===== config.mk =====
export PLATFORM = sky130hd
export DESIGN_NAME = trace_survivor_mem
export DESIGN_NICKNAME = d
export VERILOG_FILES = /design/src/rtl/tsm_pkg.sv /design/src/rtl/tsm_wr_ctrl.sv /design/src/rtl/tsm_bank_mem.sv /design/src/rtl/tsm_trace_unit.sv /design/src/rtl/trace_survivor_mem.sv
export SDC_FILE = /design/constraint.sdc
export NUM_CORES = 1
export LEC_CHECK = 0
export ABC_AREA = 1
export BUFFER_PORTS_ARGS = -buffer_cell sky130_fd_sc_hd__buf_2
export CAP_MARGIN = 25
export CORE_MARGIN = 1.5
export CORE_UTILIZATION = 45
export DETAILED_ROUTE_END_ITERATION = 16
export GPL_ROUTABILITY_DRIVEN = 0
export GPL_TIMING_DRIVEN = 0
export MAX_ROUTING_LAYER = met4
export SYNTH_ARGS = -nofsm -noshare
export SYNTH_HDL_FRONTEND = slang
export SYNTH_HIERARCHICAL = 1
export SYNTH_SLANG_ARGS = --single-unit

===== constraint.sdc =====
create_clock -name clk_i -period 3.2 [get_ports clk_i]
set_clock_uncertainty 0.15 [all_clocks]
set_input_delay 0.64 -clock clk_i [delete_from_list [all_inputs] [get_ports clk_i]]
set_output_delay 0.64 -clock clk_i [all_outputs]
set_load 0.05 [all_outputs]

===== src/rtl/tsm_pkg.sv =====
package tsm_pkg;
  // per-pointer decode output
  typedef struct packed {
    logic vld;
    logic bit_v;
    logic last;
  } dec_word_t;
endpackage


===== src/rtl/tsm_wr_ctrl.sv =====
module tsm_wr_ctrl #(
  parameter int unsigned NB = 6,
  parameter int unsigned L  = 4,
  parameter int unsigned K  = 3,
  parameter int unsigned BW = 3,
  parameter int unsigned OW = 2
) (
  input  logic          clk_i,
  input  logic          rst_ni,
  input  logic          valid_i,
  output logic [BW-1:0] wr_bank_o,
  output logic [OW-1:0] wr_off_o,
  output logic [K-1:0]  start_o
);
  localparam int unsigned FW = (K > 1) ? $clog2(K) : 1;
  localparam int unsigned SW = (K > 1) ? $clog2(K) : 1;

  logic [BW-1:0] bank_q;
  logic [OW-1:0] off_q;
  logic [FW-1:0] fill_q;
  logic [SW-1:0] slot_q;
  logic          bank_end, job_go;

  assign bank_end = valid_i && (off_q == OW'(L-1));
  assign job_go   = bank_end && (fill_q == FW'(K-1));

  always_ff @(posedge clk_i or negedge rst_ni) begin
    if (!rst_ni) begin
      bank_q <= '0;
      off_q  <= '0;
      fill_q <= '0;
      slot_q <= '0;
    end else begin
      if (valid_i) begin
        if (off_q == OW'(L-1)) begin
          off_q  <= '0;
          bank_q <= (bank_q == BW'(NB-1)) ? '0 : bank_q + BW'(1);
        end else begin
          off_q <= off_q + OW'(1);
        end
      end
      if (bank_end && fill_q != FW'(K-1)) fill_q <= fill_q + FW'(1);
      if (job_go) slot_q <= (slot_q == SW'(K-1)) ? '0 : slot_q + SW'(1);
    end
  end

  assign wr_bank_o = bank_q;
  assign wr_off_o  = off_q;

  for (genvar i = 0; i < K; i++) begin : g_start
    assign start_o[i] = job_go && (slot_q == SW'(i));
  end
endmodule


===== src/rtl/tsm_bank_mem.sv =====
module tsm_bank_mem #(
  parameter int unsigned N  = 8,
  parameter int unsigned NB = 6,
  parameter int unsigned L  = 4,
  parameter int unsigned K  = 3,
  parameter int unsigned BW = 3,
  parameter int unsigned OW = 2
) (
  input  logic                   clk_i,
  input  logic                   we_i,
  input  logic [BW-1:0]          wbank_i,
  input  logic [OW-1:0]          woff_i,
  input  logic [N-1:0]           wdata_i,
  input  logic [K-1:0][BW-1:0]   rbank_i,
  input  logic [K-1:0][OW-1:0]   roff_i,
  output logic [K-1:0][N-1:0]    rdata_o
);
  logic [N-1:0] bank_word [K][NB];

  for (genvar b = 0; b < NB; b++) begin : g_bank
    logic [N-1:0] cols [L];
    always_ff @(posedge clk_i) begin
      if (we_i && wbank_i == BW'(b)) cols[woff_i] <= wdata_i;
    end
    for (genvar p = 0; p < K; p++) begin : g_rd
      assign bank_word[p][b] = cols[roff_i[p]];
    end
  end

  always_comb begin
    for (int p = 0; p < K; p++) rdata_o[p] = bank_word[p][rbank_i[p]];
  end
endmodule


===== src/rtl/tsm_trace_unit.sv =====
module tsm_trace_unit
  import tsm_pkg::*;
#(
  parameter int unsigned V  = 3,
  parameter int unsigned NB = 6,
  parameter int unsigned L  = 4,
  parameter int unsigned T  = 8,
  parameter int unsigned BW = 3,
  parameter int unsigned OW = 2
) (
  input  logic            clk_i,
  input  logic            rst_ni,
  input  logic            valid_i,
  input  logic            start_i,
  input  logic [BW-1:0]   st_bank_i,
  input  logic [OW-1:0]   st_off_i,
  input  logic [(1<<V)-1:0] new_col_i,
  input  logic [(1<<V)-1:0] rd_col_i,
  output logic [BW-1:0]   rd_bank_o,
  output logic [OW-1:0]   rd_off_o,
  output logic            busy_o,
  output dec_word_t       dec_o
);
  localparam int unsigned N    = 1 << V;
  localparam int unsigned SPAN = T + L;
  localparam int unsigned CW   = $clog2(SPAN + 1);

  logic          busy_q;
  logic [CW-1:0] step_q, step_src;
  logic [BW-1:0] bank_q, cur_bank, nxt_bank;
  logic [OW-1:0] off_q, cur_off, nxt_off;
  logic [V-1:0]  st_q, st_src, pred;
  logic [N-1:0]  col_src;
  logic          run;

  always_comb begin
    // start cycle bypasses memory: column is being written right now
    col_src  = start_i ? new_col_i : rd_col_i;
    st_src   = start_i ? '0 : st_q;
    step_src = start_i ? '0 : step_q;
    cur_bank = start_i ? st_bank_i : bank_q;
    cur_off  = start_i ? st_off_i : off_q;
    run      = valid_i && (start_i || busy_q);
    pred     = {col_src[st_src], st_src[V-1:1]};
    if (cur_off == '0) begin
      nxt_off  = OW'(L-1);
      nxt_bank = (cur_bank == '0) ? BW'(NB-1) : cur_bank - BW'(1);
    end else begin
      nxt_off  = cur_off - OW'(1);
      nxt_bank = cur_bank;
    end
    dec_o.vld   = run && (step_src >= CW'(T));
    dec_o.bit_v = st_src[0];
    dec_o.last  = run && (step_src == CW'(SPAN-1));
  end

  always_ff @(posedge clk_i or negedge rst_ni) begin
    if (!rst_ni) begin
      busy_q <= 1'b0;
      step_q <= '0;
      bank_q <= '0;
      off_q  <= '0;
      st_q   <= '0;
    end else if (run) begin
      st_q   <= pred;
      step_q <= step_src + CW'(1);
      bank_q <= nxt_bank;
      off_q  <= nxt_off;
      busy_q <= (step_src != CW'(SPAN-1));
    end
  end

  assign rd_bank_o = bank_q;
  assign rd_off_o  = off_q;
  assign busy_o    = busy_q;
endmodule


===== src/rtl/trace_survivor_mem.sv =====
module trace_survivor_mem
  import tsm_pkg::*;
#(
  parameter int unsigned V = 3,
  parameter int unsigned K = 3,
  parameter int unsigned T = 8
) (
  input  logic               clk_i,
  input  logic               rst_ni,
  input  logic               dec_valid_i,
  input  logic [(1<<V)-1:0]  dec_col_i,
  output logic               bit_valid_o,
  output logic               bit_o,
  output logic               bank_last_o
);
  localparam int unsigned N            = 1 << V;
  localparam int unsigned L            = T / (K - 1);
  localparam int unsigned NB           = 2 * K;
  localparam int unsigned BW           = $clog2(NB);
  localparam int unsigned OW           = (L > 1) ? $clog2(L) : 1;
  localparam int unsigned PRIME_STAGES = K * L - 1 + T;

  logic [BW-1:0]        wr_bank;
  logic [OW-1:0]        wr_off;
  logic [K-1:0]         start_w, busy_w;
  logic [K-1:0][BW-1:0] rd_bank;
  logic [K-1:0][OW-1:0] rd_off;
  logic [K-1:0][N-1:0]  rd_col;
  dec_word_t [K-1:0]    dec_w;
  logic [K-1:0]         dec_vld_w, dec_bit_w, dec_last_w;

  tsm_wr_ctrl #(.NB(NB), .L(L), .K(K), .BW(BW), .OW(OW)) u_wr (
    .clk_i     (clk_i),
    .rst_ni    (rst_ni),
    .valid_i   (dec_valid_i),
    .wr_bank_o (wr_bank),
    .wr_off_o  (wr_off),
    .start_o   (start_w)
  );

  tsm_bank_mem #(.N(N), .NB(NB), .L(L), .K(K), .BW(BW), .OW(OW)) u_mem (
    .clk_i   (clk_i),
    .we_i    (dec_valid_i),
    .wbank_i (wr_bank),
    .woff_i  (wr_off),
    .wdata_i (dec_col_i),
    .rbank_i (rd_bank),
    .roff_i  (rd_off),
    .rdata_o (rd_col)
  );

  for (genvar i = 0; i < K; i++) begin : g_ptr
    tsm_trace_unit #(.V(V), .NB(NB), .L(L), .T(T), .BW(BW), .OW(OW)) u_ptr (
      .clk_i     (clk_i),
      .rst_ni    (rst_ni),
      .valid_i   (dec_valid_i),
      .start_i   (start_w[i]),
      .st_bank_i (wr_bank),
      .st_off_i  (wr_off),
      .new_col_i (dec_col_i),
      .rd_col_i  (rd_col[i]),
      .rd_bank_o (rd_bank[i]),
      .rd_off_o  (rd_off[i]),
      .busy_o    (busy_w[i]),
      .dec_o     (dec_w[i])
    );
    assign dec_vld_w[i]  = dec_w[i].vld;
    assign dec_bit_w[i]  = dec_w[i].bit_v;
    assign dec_last_w[i] = dec_w[i].last;
  end

  always_ff @(posedge clk_i or negedge rst_ni) begin
    if (!rst_ni) begin
      bit_valid_o <= 1'b0;
      bit_o       <= 1'b0;
      bank_last_o <= 1'b0;
    end else begin
      bit_valid_o <= |dec_vld_w;
      bit_o       <= |(dec_vld_w & dec_bit_w);
      bank_last_o <= |dec_last_w;
    end
  end
endmodule


==> metrics.txt <==
Antenna Cells=0; final period utilization=0.8910; worst-path fanout max=10; Synth cell types=34; synth warn=6; syn_nets=1996; Synth Cell Area=0.01508 mm²; Max Cap Viol=0; setup_tns=0 ns; WL/cell=23.56 µm; DPL Wire Length=40820 µm; Synth Area per Inst=7.630 µm²; final layout net count=2040; Die Span Y=186.1 µm; Peak supply drop=0.4711 mV; status=completed; top_reg_cell synth=edfxtp_1; Area growth syn-to-layout=10.26%; core area=0.03278 mm²; TritonCTS clock tree=done; sequential area share after synthesis=0.4668; Port Buffers=13; unrepaired setup endpoints after global routing=no; Max clock buf depth=3; IO Pins=14; Max Fclk=350.7 MHz; Crit path required time=3.54 ns; smallest hold slack=0.3239 ns; Util after Layout=0.5073; largest net degree at the start of global routing=32; multi-input combinational cell area=0.006444 mm²; fin crit period=2.851 ns; share of layout cells above drive strength 1=0.09858; via count=15100; DR iter-0 viols=2562; initial core utilization=0.4601; final wirelength=58450 µm; clock latency on the worst-skew pair=0.60 ns; TritonCTS Sinks=243; cell accounting for the most synthesized area=edfxtp_1; Hold Vio Cnt, Final=0; Pre-antenna DRT Iters=6; H-tree lvl count=1; Via density=6.087; #FFs+latches synth=243; Crit Path Class=register to register; top-count cell post-synth=nand2_1; Setup Viol. Count Final=0; number of remaining DRC errors=0; global-route wire length before repair=86410 µm; Root Buffer=clkbuf_16; GRT Overall Usage=0.3561; Non-Filler Instances=2481; Sequential Area=0.007042 mm²; Post-synth EDFFs=192; instance count of the mapped netlist=1977; clk slew on worst S/H paths=0.06 ns; Num CTS Buffers=27; Slew Viols, Final=0; die area=0.03463 mm²; Synth area leaders=edfxtp_1 38%, nand2_1 16%, nand3_1 14%; worst-margin pin slew=0.9257 ns; top-area cell type share of the netlist area=0.3822; Fillers=3179; initial antenna violation count=0; Post-CTS Setup Inserts=0; element type at the critical path start=register; Hold Crit Class=input pin to register; leakage=0.007439 µW; vias in the first global route=13790; asr flop ratio synth=0.2099; Commonest cells post-synth=652 x nand2_1, 415 x nand3_1, 217 x inv_1; CP endpoint kind=register; Post-DRT Antenna Nets=0; gr ovfl total=0; Rel. slew slack=0.3829; Rows=66; DP Cell Count=2433; CP arrival=3.19 ns; Power Dens Cells=1056 mW/mm²; DIE WIDTH=186.1 µm
==> critical path, cell delays in order (launching register included) <==
cell and delay, ns:
dfrtp_1 0.40, buf_2 0.27, buf_1 0.51, nand3_1 0.46
nand3_1 0.21, nand2_1 0.11, nand2_1 0.08, nand2_1 0.06
nand2_1 0.06, inv_1 0.04, nor2_1 0.08, a21oi_1 0.07
nand2_1 0.05, nand2_1 0.08, nand2_1 0.07, nand2_1 0.04
==> metal layers <==
layer / vias to the layer above / track usage / share of wire
met5: - / - / 0
met4: 0 / 0.1810 / 0.062
met3: 278 / 0.1131 / 0.15
met2: 1211 / 0.4712 / 0.39
met1: 6982 / 0.4840 / 0.40
li1: 6630 / - / -
==> through the flow <==
stage          worst slack (ns)  total power [µW]  instance area [µm²]
3_3_place_gp             0.2740             13470                15700
6_report                 0.3488             17570                16630
3_5_place_dp             0.2187             13570                15720
2_1_floorplan            0.8446             10330                15080
5_1_grt                  0.1509             18240                16630
4_1_cts                  0.3723             16800                16630
==> final timing paths <==
kind / from / cells past startpoint / end / slack (ns)
setup / recovery: g_ptr[0].u_ptr/rd_bank_o[0] / 15 / g_ptr[0].u_ptr/st_q[2] / 0.35
hold / removal: dec_valid_i / 3 / u_wr/wr_off_o[1] / 0.32
setup reg to reg: g_ptr[0].u_ptr/rd_bank_o[0] / 15 / g_ptr[0].u_ptr/st_q[2] / 0.35
hold reg to reg: g_ptr[2].u_ptr/st_q[2] / 2 / g_ptr[2].u_ptr/st_q[2] / 0.33
max in group asynchronous: rst_ni / 3 / g_ptr[0].u_ptr/rd_off_o[1] / 1.96
min in group asynchronous: rst_ni / 2 / u_wr/fill_q[1] / 0.39
==> layout make-up <==
class                   instances  area share
clock buffers                  28     0.04085
clock inverters                19     0.01324
inverters                     233     0.05304
well taps                     442     0.03325
plain buffers                 117     0.04311
repair buffers                 15    0.005717
flip-flops and latches        243      0.4234
multi-input cells            1384      0.3874
==> timing repair <==
action / in CTS / in global routing
hold buffers: 1 / 0
endpoints found under the hold margin: 20 / 0
gates resized for setup: 0 / 0
==> cell families after synthesis <==
logic type,count (synthesis),share of synthesized area
buf+inv,350,0.1060
simple gates,1171,0.3391
mux,6,0.003982
xor+xnor,1,0.0005807
flops,243,0.4668
compound gates,198,0.07689
fa+ha+maj,8,0.006636
==> state kept, by name, summed over array words and instances (netlist names) <==
| name | cells |
|---|---|
| u_wr/slot_q | 2 |
| g_ptr.u_ptr/st_q | 9 |
| u_wr/wr_off_o | 2 |
| g_ptr.u_ptr/busy_o | 3 |
| u_mem/g_bank.cols | 192 |
| u_wr/wr_bank_o | 3 |
| bit_o | 1 |
| g_ptr.u_ptr/rd_off_o | 6 |
| bit_valid_o | 1 |
| g_ptr.u_ptr/rd_bank_o | 9 |
| u_wr/fill_q | 2 |
| g_ptr.u_ptr/step_q | 12 |
| bank_last_o | 1 |
==> where the power goes <==
group,switching (µW),internal [µW]
clock,1340,1870
combinational,7320,2750
sequential,399,3890
==> cells in the final DEF, fill, tap and decap left out, types with 5 or more instances in the layout <==
cell	n
nand2_1	652
nand3_1	415
inv_1	217
edfxtp_1	192
buf_2	79
o21ai_0	74
nor2_1	66
a21oi_1	54
dfrtp_1	51
o211ai_1	48
clkbuf_16	27
buf_4	21
clkbuf_1	14
o21ai_1	13
clkinv_1	9
buf_6	9
inv_2	9
ha_1	8
nand2_2	7
mux2i_1	6
nand2_4	6
nand4_1	6
nand3_2	5
buf_1	5
Power figures use the tool's default switching activity.
